--- config.mk ---
export PLATFORM = sky130hd
export DESIGN_NAME = part_pwr_seq
export DESIGN_NICKNAME = d
export VERILOG_FILES = /design/src/rtl/pps_pkg.sv /design/src/rtl/pps_us_timer.sv /design/src/rtl/pps_stat_sel.sv /design/src/rtl/pps_fsm.sv /design/src/rtl/part_pwr_seq.sv
export SDC_FILE = /design/constraint.sdc
export NUM_CORES = 1
export LEC_CHECK = 0
export CAP_MARGIN = 20
export CORE_MARGIN = 4
export CORE_UTILIZATION = 56
export DETAILED_ROUTE_END_ITERATION = 6
export PLACE_DENSITY = 0.87
export SYNTH_ARGS = -nofsm -noshare
export SYNTH_HDL_FRONTEND = slang
export SYNTH_SLANG_ARGS = --single-unit
--- constraint.sdc ---
create_clock -name clk -period 3.35 [get_ports clk]
set_clock_uncertainty 0.05 [all_clocks]
set_input_delay 0.5025 -clock clk [delete_from_list [all_inputs] [get_ports clk]]
set_output_delay 0.5025 -clock clk [all_outputs]
set_load 0.02 [all_outputs]
--- src/rtl/pps_pkg.sv ---
package pps_pkg;
  typedef enum logic [3:0] {
    S_IDLE,
    S_RST_ON,
    S_CLK_STOP,
    S_PWR_ON,
    S_PWR_WAIT,
    S_CLK_ON,
    S_SETTLE,
    S_CLAMP,
    S_RST_OFF,
    S_RB_CLK,
    S_RB_RST,
    S_RB_PWR,
    S_RB_PWR_WAIT,
    S_FIN_OK,
    S_FIN_ERR
  } pps_state_e;
endpackage

--- src/rtl/pps_us_timer.sv ---
// Microsecond tick prescaler and a saturating tick counter. Both are
// cleared by restart, so every wait starts on a whole interval.
module pps_us_timer #(
  parameter int CYC_PER_US = 4,
  parameter int CNT_MAX    = 100,
  parameter int CNT_W      = $clog2(CNT_MAX + 1)
) (
  input  logic             clk,
  input  logic             rst,
  input  logic             restart,
  output logic [CNT_W-1:0] cnt
);
  localparam int PRE_W = (CYC_PER_US > 1) ? $clog2(CYC_PER_US) : 1;

  logic tick;

  generate
    if (CYC_PER_US == 1) begin : g_nopre
      assign tick = 1'b1;
    end else begin : g_pre
      logic [PRE_W-1:0] pre;
      assign tick = (pre == PRE_W'(CYC_PER_US - 1));
      always_ff @(posedge clk) begin
        if (rst || restart) pre <= '0;
        else if (tick)      pre <= '0;
        else                pre <= pre + 1'b1;
      end
    end
  endgenerate

  always_ff @(posedge clk) begin
    if (rst || restart)                     cnt <= '0;
    else if (tick && cnt != CNT_W'(CNT_MAX)) cnt <= cnt + 1'b1;
  end
endmodule

--- src/rtl/pps_stat_sel.sv ---
// Picks the power state bit of the partition being sequenced.
module pps_stat_sel #(
  parameter int N_PART = 8,
  parameter int IDX_W  = (N_PART > 1) ? $clog2(N_PART) : 1
) (
  input  logic [N_PART-1:0] pwr_state,
  input  logic [IDX_W-1:0]  sel,
  output logic              on
);
  always_comb begin
    on = 1'b0;
    for (int i = 0; i < N_PART; i++)
      if (sel == IDX_W'(i)) on = pwr_state[i];
  end
endmodule

--- src/rtl/pps_fsm.sv ---
// Step sequencer. Outputs are registered from the next state, so each
// request edge appears on the same clock edge as the state change.
module pps_fsm
  import pps_pkg::*;
#(
  parameter int IDX_W     = 3,
  parameter int CNT_W     = 7,
  parameter int POLL_US   = 100,
  parameter int SETTLE_US = 20
) (
  input  logic             clk,
  input  logic             rst,
  input  logic             req_valid,
  input  logic [IDX_W-1:0] req_part,
  input  logic             pwr_on,
  input  logic             rst_ack,
  input  logic             clk_ack,
  input  logic             clamp_ack,
  input  logic [CNT_W-1:0] us_cnt,
  output logic             restart,
  output logic [IDX_W-1:0] part_sel,
  output logic             rst_req,
  output logic             clk_req,
  output logic             pwr_toggle,
  output logic             clamp_rel,
  output logic             busy,
  output logic             done,
  output logic             error
);
  pps_state_e st, nxt;
  logic poll_exp, settle_exp;

  assign poll_exp   = (us_cnt >= CNT_W'(POLL_US));
  assign settle_exp = (us_cnt >= CNT_W'(SETTLE_US));
  assign restart    = (nxt != st);

  always_comb begin
    nxt = st;
    unique case (st)
      S_IDLE:        if (req_valid) nxt = S_RST_ON;
      S_RST_ON:      if (rst_ack) nxt = S_CLK_STOP;
                     else if (poll_exp) nxt = S_FIN_ERR;
      S_CLK_STOP:    if (!clk_ack) nxt = S_PWR_ON;
                     else if (poll_exp) nxt = S_RB_RST;
      S_PWR_ON:      nxt = pwr_on ? S_CLK_ON : S_PWR_WAIT;
      S_PWR_WAIT:    if (pwr_on) nxt = S_CLK_ON;
                     else if (poll_exp) nxt = S_RB_RST;
      S_CLK_ON:      if (clk_ack) nxt = S_SETTLE;
                     else if (poll_exp) nxt = S_RB_RST;
      S_SETTLE:      if (settle_exp) nxt = S_CLAMP;
      S_CLAMP:       if (clamp_ack) nxt = S_RST_OFF;
                     else if (poll_exp) nxt = S_RB_CLK;
      S_RST_OFF:     if (!rst_ack) nxt = S_FIN_OK;
                     else if (poll_exp) nxt = S_RB_CLK;
      S_RB_CLK:      if (!clk_ack || poll_exp) nxt = S_RB_RST;
      S_RB_RST:      if (rst_ack || poll_exp) nxt = S_RB_PWR;
      S_RB_PWR:      nxt = pwr_on ? S_RB_PWR_WAIT : S_FIN_ERR;
      S_RB_PWR_WAIT: if (!pwr_on || poll_exp) nxt = S_FIN_ERR;
      S_FIN_OK:      nxt = S_IDLE;
      S_FIN_ERR:     nxt = S_IDLE;
      default:       nxt = S_IDLE;
    endcase
  end

  always_ff @(posedge clk) begin
    if (rst) begin
      st         <= S_IDLE;
      part_sel   <= '0;
      rst_req    <= 1'b0;
      clk_req    <= 1'b1;
      pwr_toggle <= 1'b0;
      clamp_rel  <= 1'b0;
      busy       <= 1'b0;
      done       <= 1'b0;
      error      <= 1'b0;
    end else begin
      st <= nxt;
      if (st == S_IDLE && req_valid) part_sel <= req_part;
      if (nxt == S_RST_ON || nxt == S_RB_RST) rst_req <= 1'b1;
      else if (nxt == S_RST_OFF)              rst_req <= 1'b0;
      if (nxt == S_CLK_STOP || nxt == S_RB_CLK) clk_req <= 1'b0;
      else if (nxt == S_CLK_ON)                 clk_req <= 1'b1;
      pwr_toggle <= (nxt == S_PWR_WAIT && st != S_PWR_WAIT) ||
                    (nxt == S_RB_PWR_WAIT && st != S_RB_PWR_WAIT);
      clamp_rel  <= (nxt == S_CLAMP);
      busy       <= (nxt != S_IDLE);
      done       <= (nxt == S_FIN_OK) || (nxt == S_FIN_ERR);
      error      <= (nxt == S_FIN_ERR);
    end
  end
endmodule

--- src/rtl/part_pwr_seq.sv ---
module part_pwr_seq #(
  parameter int N_PART     = 8,
  parameter int CYC_PER_US = 4,
  parameter int POLL_US    = 100,
  parameter int SETTLE_US  = 20,
  localparam int IDX_W     = (N_PART > 1) ? $clog2(N_PART) : 1
) (
  input  logic              clk,
  input  logic              rst,
  input  logic              req_valid,
  input  logic [IDX_W-1:0]  req_part,
  input  logic [N_PART-1:0] pwr_state,
  input  logic              rst_ack,
  input  logic              clk_ack,
  input  logic              clamp_ack,
  output logic [IDX_W-1:0]  part_sel,
  output logic              rst_req,
  output logic              clk_req,
  output logic              pwr_toggle,
  output logic              clamp_rel,
  output logic              busy,
  output logic              done,
  output logic              error
);
  localparam int CNT_MAX = (POLL_US > SETTLE_US) ? POLL_US : SETTLE_US;
  localparam int CNT_W   = $clog2(CNT_MAX + 1);

  logic             restart;
  logic             pwr_on;
  logic [CNT_W-1:0] us_cnt;

  pps_us_timer #(.CYC_PER_US(CYC_PER_US), .CNT_MAX(CNT_MAX), .CNT_W(CNT_W)) i_timer (
    .clk(clk), .rst(rst), .restart(restart), .cnt(us_cnt)
  );

  pps_stat_sel #(.N_PART(N_PART), .IDX_W(IDX_W)) i_sel (
    .pwr_state(pwr_state), .sel(part_sel), .on(pwr_on)
  );

  pps_fsm #(.IDX_W(IDX_W), .CNT_W(CNT_W), .POLL_US(POLL_US), .SETTLE_US(SETTLE_US)) i_fsm (
    .clk(clk), .rst(rst), .req_valid(req_valid), .req_part(req_part),
    .pwr_on(pwr_on), .rst_ack(rst_ack), .clk_ack(clk_ack), .clamp_ack(clamp_ack),
    .us_cnt(us_cnt), .restart(restart), .part_sel(part_sel), .rst_req(rst_req),
    .clk_req(clk_req), .pwr_toggle(pwr_toggle), .clamp_rel(clamp_rel),
    .busy(busy), .done(done), .error(error)
  );
endmodule

======== Word-level counts from Yosys, hierarchy flattened ========
Cells that the tools add are included.
storage, ports and cells
  bits of input ports ..................... 17
  output and inout port bits .............. 10
  word-level logic and storage cells ...... 99
  register bits ........................... 23
operators by class
  muxes and demuxes ....................... 29
  add/subtract/negate cells ............... 2
  eq/ne operators ......................... 35
  order comparisons ....................... 2
  reduce and logical (&&, ||, !) cells .... 20
operator list
  operator             number
  $mux 4               14
  $pmux 4 s13          1
  $eq 4x4->1 const B   11
  $eq 4x3->1 const B   7
  $mux 1               13
  $eq 3x3->1 const B   4
  $eq 4x2->1 const B   3
  $eq 4x1->1 const B   2
  $logic_or 1x1->1     8
  $add 7x1->7 const B  1
  $ge 7x5->1 const B   1
  $ge 7x7->1 const B   1
  $ne 7x7->1 const B   1
  $eq 3x2->1 const B   2
  $logic_and 1x1->1    4
  $logic_not 4->1      1
  $ne 4x3->1 const B   1
  $ne 4x4->1           1
  $ne 4x4->1 const B   1
  $reduce_bool 2->1    2
  $reduce_bool 4->1    1
  $eq 3x1->1 const B   1
  $logic_not 3->1      1
  $add 2x1->2 const B  1
  4 further kinds      5

======== Logic depth before layout (Yosys ltp) ========
Gate-level depths: netlist (run 1).
  depth in word-level cells ............... 16
  depth in mapped cells ................... 9
  gate-level depth less buffers ........... 7

======== Hierarchy ========
From an unflattened synthesis (run 1), not the netlist that was laid out.
second synthesis, totals
  cells, all modules ...................... 188
  area total of the unflattened synthesis .. 1585.3 sq um
by module, submodules not included
  module        seq. area each (sq um)  area each (sq um)  times used  cells each
  pps_fsm       280.3                   1103.6             1           138
  pps_us_timer  180.2                   417.9              1           47
  pps_stat_sel  0.0                     63.8               1           3

======== Worst setup path after synthesis (run 1) ========
Ideal clock, no wire load.
  path kind ............................... register to register
  start ................................... register i_timer.cnt[4]
  end ..................................... register i_timer.g_pre.pre[1]
  arrival ................................. 2096 ps
  stages on the path, launching flop included .. 10
  path buffers ............................ 2
  setup time .............................. 81 ps
  data required time ...................... 3219 ps
  slack ................................... 1124 ps
  clock period less this slack ............ 2226 ps
  cell sequence ........................... dfxtp_1 -> buf_2 -> o311a_1 -> buf_4 -> o211ai_1 -> a21oi_1 -> nor4_4 -> xnor2_1 -> nand4_2 -> nor3b_1
on the way
  cells in the longest elaborated chain, start to end .. 7
  elaborated cells on any way between the ends .. 22
  classes of those cells .................. 2 x order compare; 1 x eq/ne; 14 x mux; 5 x reduce/logical
RTL lines
  element                               RTL line                      source
  from (decl)                           pps_us_timer.sv:11            output logic [CNT_W-1:0] cnt
  from (signal assigned)                pps_us_timer.sv:33            else if (tick && cnt != CNT_W'(CNT_MAX)) cnt <= cnt + 1'b1;
  $ge 7x7->1                            pps_fsm.sv:33                 assign poll_exp = (us_cnt >= CNT_W'(POLL_US));
  $mux 4, or another cell as far along  pps_fsm.sv:52, pps_fsm.sv:54
  $mux 4, or another cell as far along  pps_fsm.sv:53                 S_RST_OFF: if (!rst_ack) nxt = S_FIN_OK;
  $pmux 4 s13 (*)                       pps_fsm.sv:39                 unique case (st)
  $ne 4x4->1 (*)                        pps_fsm.sv:35                 assign restart = (nxt != st);
  $logic_or 1x1->1 (*)                  pps_us_timer.sv:24            if (rst || restart) pre <= '0;
  $reduce_or 2->1 (no source line) (*)  --
  to (signal assigned)                  pps_us_timer.sv:26            else pre <= pre + 1'b1;
  to (decl)                             pps_us_timer.sv:21            logic [PRE_W-1:0] pre;
Every way passes the cells marked *; elsewhere a longest branch is shown, timed or not.
A chain may end at the register's enable or synchronous reset.

======== Final worst setup path (run 1) ========
  start ................................... input port rst_ack
  end ..................................... register i_fsm.clk_req
on the way
  cells in the longest elaborated chain, start to end .. 6
  elaborated cells on any way between the ends .. 11
  classes of those cells .................. 3 x eq/ne; 5 x mux; 3 x reduce/logical
RTL lines
  element                                      RTL line            source
  from (decl)                                  part_pwr_seq.sv:13  input logic rst_ack,
  $logic_or 1x1->1                             pps_fsm.sv:56       S_RB_RST: if (rst_ack || poll_exp) nxt = S_RB_PWR;
  $mux 4                                       pps_fsm.sv:56
  $pmux 4 s13 (*)                              pps_fsm.sv:39
  $eq 4x2->1 or $eq 4x4->1 (tied branches)     pps_fsm.sv:81       if (nxt == S_CLK_STOP || nxt == S_RB_CLK) clk_req <= 1'b0;
  $logic_or 1x1->1                             pps_fsm.sv:81
  $mux 1 or $reduce_bool 2->1 (tied branches)  --
  to (signal assigned)                         pps_fsm.sv:70       clk_req <= 1'b1;
  to (signal assigned)                         pps_fsm.sv:81
  to (signal assigned)                         pps_fsm.sv:82       else if (nxt == S_CLK_ON) clk_req <= 1'b1;
  to (decl)                                    pps_fsm.sv:23       output logic clk_req,
Marks and branches as above.

==> impl_metrics.toml, run 1 <==
[grt]
grt_pass1_wl_um = 6150
grt_pass1_vias = 1381
grt-ovfl-total = 0
antenna_found_initial = 0
grt_max_degree = 24
gr-usage-all-layers_pct = 21.4

[power]
total_power_uw = 644
p_per_area_nw_per_um2 = 352
peakVddDrop_mv = 0.445
power_leakage_nw = 0.655

[clocking]
postCtsSetupBuffers = 0
postCtsHoldBufs = 0
cts_tree = "done"
cts_htree_levels = 1
clkSinkCount = 23
cts_made_buffers = 3
cts-resized-gates = 0
clkLatencyLatePin_ps = 300
root_buffer = "clkbuf_4"
clk_pin_slew_ps = 120
cts_buffer_depth = 2

[final_layout]
antennaDiodeCount = 0
fin_nets = 228
stdcell_count = 237
drive_above_1_share_pct = 7.25
syn_to_final_growth_pct = 17.5

[routing]
drtAntennaViolNets = 0
via_per_inst = 6.27
vias = 1486
first_pass_iters = 4
avgRoutedWirePerCell_um = 15.8
drc = 0
drt_iter0_markers = 141
totalWireLength_um = 3750

[floorplanning]
initial_core_util_pct = 60.8
pin_count = 27
die_x_um = 60.8
die_height_um = 60.8
die-area_um2 = 3690
core_area_um2 = 2570
row_count = 18

[logic_synthesis]
synth_cells = 188
synth_cell_type_count = 61
synth-main-ff-cell = "dfxtp_1"
yosys_warnings = 0
mappedNetlistArea_um2 = 1560
syn-num-nets = 208
synth.avg_cell_area_um2 = 8.30
synth-seq-cells = 23
synth-edff-count = 0
async_reset_ff_share_pct = 0
seq_area_frac_synth_pct = 29.5

[timing]
worst_pin_slew_ps = 685
finalSetupViolCount = 0
finalCriticalPeriod_ps = 2720
maxClockFrequency_mhz = 367
tns_ps = 0
report.final.slew_viol_count = 0
hold_violations = 0
fin_ws_ps = 626
rsz0062_at_grt = "no"
relSlewSlack_pct = 53.9
finalCritPeriodShare_pct = 81.3

[setup_path]
crit_chain = "clkdlybuf4s50_1, mux2_1, nor4_1, o32a_1, nor4_4, nand2_2, a311oi_1, o211ai_1"
cp.required_ps = 3470
worstSetupEndpointType = "flop"
cpPeakStageDelay_ps = 610
arrival_ps = 2850
critPathLaunchType = "primary input"
path_max_fanout = 7
crit_type = "in2reg"
crit_family = "compound AO/OA/AOI/OAI gates"
cpMaxStageDelayCell = "clkdlybuf4s50_1"
crit_buf_inv = 1

[placement]
place_congestion = 0.876
placedCellCount = 233
dp_hpwl_um = 2920
post-place-ws_ps = 347
io_buffers = 26

[job]
maxCapViolations = 0

[run_status]
outcome = "finished clean"

[min_path]
hp-class = "reg2reg"
-- Yosys cell counts, drive strengths merged (3+ instances only) --
master,number,area (µm²)
nand3,5,25.0
xnor2,3,26.3
o211ai,6,50.1
nor2,18,67.6
nor3,5,25.0
buf,11,58.8
nand2b,4,25.0
nand2,17,66.3
dfxtp,23,460
inv,7,26.3
mux2i,5,50.1
a21oi,11,55.1
xor2,5,43.8
nand4,5,37.5
a311oi,3,26.3
nor4,3,33.8
ha,3,37.5
and3,3,18.8
o21ai,4,20.0
nor2b,7,43.8
-- cell families (layout without fill, tap and decap cells) --
| family | count (synthesis) | in the layout | synth area share (%) |
|---|---|---|---|
| fa+ha+maj | 3 | 3 | 2.41 |
| buf+inv | 20 | 39 | 5.93 |
| mux | 7 | 7 | 5.37 |
| flops | 23 | 23 | 29.5 |
| xor+xnor | 8 | 8 | 4.49 |
| compound gates | 46 | 46 | 23.6 |
| simple gates | 81 | 81 | 28.7 |
-- metrics by stage --
| step | hold WS [ps] | utilization, % | area [µm²] |
|---|---|---|---|
| 6_report | 391 | 71.4 | 1830 |
| 5_1_grt | 417 | 71.4 | 1830 |
| 4_1_cts | 390 | 71.4 | 1830 |
| 3_5_place_dp | 376 | 70.4 | 1810 |
| 3_3_place_gp | 366 | 70.4 | 1810 |
| 2_1_floorplan | 358 | - | 1560 |
-- flip-flops by register name, indices dropped and copies added, names as in the netlist --
register / count
i_fsm.st: 4
i_timer.cnt: 7
i_fsm.done: 1
i_timer.g_pre.pre: 2
i_fsm.clk_req: 1
i_fsm.clamp_rel: 1
i_fsm.error: 1
i_fsm.rst_req: 1
i_fsm.part_sel: 3
i_fsm.pwr_toggle: 1
i_fsm.busy: 1
-- cell usage in the layout, fill, tap and decap left out, drive strengths merged, types with 2 or more instances in the layout --
master	synthesis	final
nor3	5	5
nor2	18	18
a21oi	11	11
nand2	17	17
inv	7	7
xnor2	3	3
mux2i	5	5
and2	2	2
a311oi	3	3
o211ai	6	6
or3	2	2
ha	3	3
nor4	3	3
buf	11	2
nor2b	7	7
a31oi	2	2
clkbuf	2	4
clkdlybuf4s50	0	26
a211oi	2	2
or2	2	2
nand3	5	5
o311ai	2	2
o21ai	4	4
nand2b	4	4
nor4b	2	2
nand4	5	5
and3	3	3
a2111oi	2	2
xor2	5	5
dfxtp	23	23
-- worst paths after layout --
kind	from	endpoint	slack, ps	cells past startpoint
max	rst_ack	i_fsm.clk_req$_SDFFE_PP1P_	630	8
min	i_timer.g_pre.pre[0]$_SDFF_PP0_	i_timer.g_pre.pre[0]$_SDFF_PP0_	390	1
max reg2reg	i_fsm.st[0]$_SDFF_PP0_	i_fsm.clk_req$_SDFFE_PP1P_	710	7
min reg2reg	i_timer.g_pre.pre[0]$_SDFF_PP0_	i_timer.g_pre.pre[0]$_SDFF_PP0_	390	1
-- worst reg2reg max path, delay by kind of cell, from the launching register on --
kind	cells	cell delay [ps]
flops	1	780
simple gates	2	380
compound gates	5	1290
-- final cells by class --
type                            count  area [µm²]
Sequential cell                    23         460
Multi-Input combinational cell    145        1010
Fill cell                         193         734
Tap cell                           30        37.5
Timing Repair Buffer               28         275
Clock buffer                        4        26.3
Inverter                            7        26.3
-- power breakdown --
part	leakage (nW)	total (mW)	switching [mW]	internal, mW
logic	0.453	0.199	0.106	0.0927
registers	0.187	0.323	0.0298	0.293
clock network	0.0150	0.123	0.0763	0.0464
total	0.655	0.644	0.212	0.432
-- layer usage --
| metal | track usage (%) | vias up | share of wire [%] |
|---|---|---|---|
| met5 | 0 | - | 0 |
| met4 | 3.41 | 0 | 0.37 |
| met3 | 4.04 | 2 | 7.2 |
| met2 | 38.8 | 63 | 50 |
| met1 | 26.6 | 690 | 42 |
| li1 | - | 731 | - |
Power figures use the tool's default switching activity.
==> run 2, diff against run 1 <==
--- a/config.mk
+++ b/config.mk
@@ -7,9 +7,9 @@
 export LEC_CHECK = 0
 export CAP_MARGIN = 20
 export CORE_MARGIN = 4
-export CORE_UTILIZATION = 56
+export CORE_UTILIZATION = 52
 export DETAILED_ROUTE_END_ITERATION = 6
-export PLACE_DENSITY = 0.87
+export PLACE_DENSITY = 0.82
 export SYNTH_ARGS = -nofsm -noshare
 export SYNTH_HDL_FRONTEND = slang
 export SYNTH_SLANG_ARGS = --single-unit
==> constraint.sdc (replaced) <==
create_clock -name clk -period 2.51 [get_ports clk]
set_clock_uncertainty 0.05 [all_clocks]
set_input_delay 0.3765 -clock clk [delete_from_list [all_inputs] [get_ports clk]]
set_output_delay 0.3765 -clock clk [all_outputs]
set_load 0.02 [all_outputs]
==> impl_metrics.toml, run 2 (synthesis gave the netlist of run 1 again) <==
[run_status]
outcome = "finished clean"

[grt]
grt_max_degree = 24
antenna_found_initial = 0
gr-usage-all-layers_pct = 21.4
grt_pass1_wl_um = 6880
grt-ovfl-total = 0
grt_pass1_vias = 1498

[routing]
avgRoutedWirePerCell_um = 15.6
drc = 0
totalWireLength_um = 4000
drt_iter0_markers = 104
via_per_inst = 6.12
vias = 1573
drtAntennaViolNets = 0
first_pass_iters = 4

[floorplanning]
core_area_um2 = 2810
die-area_um2 = 3940
initial_core_util_pct = 55.6
pin_count = 27
die_x_um = 62.8
row_count = 19
die_height_um = 62.8

[timing]
finalCriticalPeriod_ps = 2390
worst_pin_slew_ps = 551
report.final.slew_viol_count = 0
maxClockFrequency_mhz = 419
finalCritPeriodShare_pct = 95.1
finalSetupViolCount = 0
rsz0062_at_grt = "no"
hold_violations = 0
relSlewSlack_pct = 62.9

[setup_path]
reg2regPathDepth = 9
critPathLaunchType = "flop"
path_max_fanout = 6
cpMaxStageDelayCell = "o311a_4"
r2r_slack_ps = 120
crit_chain = "o311a_4, buf_4, o211ai_1, a21oi_1, nor4_4, buf_4, nand2_2, a311oi_1, o211ai_1"
startpoint = "i_timer.cnt[2]$_SDFFE_PP0P_"
cp.required_ps = 2670
worstSetupEndpointType = "flop"
crit_family = "compound AO/OA/AOI/OAI gates"
arrival_ps = 2540
cp.depth = 9
crit_type = "reg2reg"
cpPeakStageDelay_ps = 400
reg2reg_to = "i_fsm.clk_req$_SDFFE_PP1P_"
crit_buf_inv = 2
crit_end = "i_fsm.clk_req$_SDFFE_PP1P_"
reg2reg_from = "i_timer.cnt[2]$_SDFFE_PP0P_"

[job]
maxCapViolations = 0

[clocking]
cts_tree = "done"
root_buffer = "clkbuf_4"
clkSinkCount = 23
cts_htree_levels = 1
postCtsSetupBuffers = 0
clk_pin_slew_ps = 140
cts_made_buffers = 3
cts_buffer_depth = 2
clkLatencyLatePin_ps = 330

[min_path]
hp-class = "reg2reg"

[final_layout]
syn_to_final_growth_pct = 28.4
fin_area_um2 = 2000
antennaDiodeCount = 0
largest_reg_flops = 7
fin_nets = 247
top_register = "i_timer.cnt"
final_util_pct = 71.4
layout_commonest_cell = "clkdlybuf4s50_1"
drive_above_1_share_pct = 18.1
layout_common_cells = "clkdlybuf4s50_1, buf_4, dfxtp_1, nor2_1, nand2_1"
reg.largest.list = "i_timer.cnt: 7 flops, i_fsm.st: 4 flops, i_fsm.part_sel: 3 flops"

[placement]
post_dp_cell_area_um2 = 1950
dp_hpwl_um = 3100
io_buffers = 26
place_congestion = 0.919

[power]
total_power_uw = 914
power_switching_share_pct = 33.9
p_per_area_nw_per_um2 = 456
pwr-share-comb_pct = 33.0
peakVddDrop_mv = 0.380
power_leakage_nw = 0.741
power_frac_clock_pct = 20.0
seqPwrFrac_pct = 47.0
p_switching_uw = 310
intPower_uw = 604
[run 2: cell types whose count changed in the layout (fill, tap and decap cells not counted), sizes merged]
cell,before,now
buf,2,21
clkbuf,4,3
clkinv,0,1
[run 2: routing by layer]
metal	GRT usage, %	wire length [µm]
met1	23.7	1570
met2	39.8	2070
met3	3.96	260
met4	8.54	98
met5	0	0
[run 2: final cells by class]
| type | count | area [µm²] |
|---|---|---|
| fillers | 218 | 802 |
| clock buffers | 3 | 22.5 |
| inverters | 7 | 26.3 |
| clock inverters | 1 | 5.00 |
| well taps | 31 | 38.8 |
| repair buffers | 47 | 418 |
| multi-input cells | 145 | 1030 |
| flip-flops and latches | 23 | 464 |
[run 2: timing repair]
item | CTS | global route
resized for setup | 0 | 6
setup endpoints to repair | 0 | 12
hold buffers | 0 | 0
hold endpoints to repair | 0 | 0
[run 2: stage by stage]
step / std cells / setup WS [ps] / setup TNS (ps) / hold slack, ps
final: 257 / 123 / 0 / 387
after global routing: 257 / 13.4 / 0 / 413
after CTS: 257 / 41.6 / 0 / 395
after detailed placement: 253 / -129 / -717 / 377
after global placement: 253 / -69.3 / -402 / 367
after floorplan: 188 / 284 / 0 / 358
[run 2: worst min path at each step]
stage / start / endpoint / slack, ps / cells after the start
2_1_floorplan: i_timer.g_pre.pre[0]$_SDFF_PP0_ / i_timer.g_pre.pre[0]$_SDFF_PP0_ / 360 / 1
3_3_place_gp: i_timer.g_pre.pre[0]$_SDFF_PP0_ / i_timer.g_pre.pre[0]$_SDFF_PP0_ / 370 / 1
3_5_place_dp: i_timer.g_pre.pre[0]$_SDFF_PP0_ / i_timer.g_pre.pre[0]$_SDFF_PP0_ / 380 / 1
4_1_cts: i_timer.g_pre.pre[0]$_SDFF_PP0_ / i_timer.g_pre.pre[0]$_SDFF_PP0_ / 390 / 1
5_1_grt: i_timer.g_pre.pre[0]$_SDFF_PP0_ / i_timer.g_pre.pre[0]$_SDFF_PP0_ / 410 / 1
6_report: i_timer.g_pre.pre[0]$_SDFF_PP0_ / i_timer.g_pre.pre[0]$_SDFF_PP0_ / 390 / 1
[run 2: power groups by stage]
stage	Clock (mW)	Sequential, mW	Combinational [mW]
4_1_cts	0.186	0.427	0.301
2_1_floorplan	0	0.431	0.176
3_3_place_gp	0	0.432	0.289
6_report	0.182	0.429	0.302
3_5_place_dp	0	0.435	0.298
5_1_grt	0.207	0.434	0.331
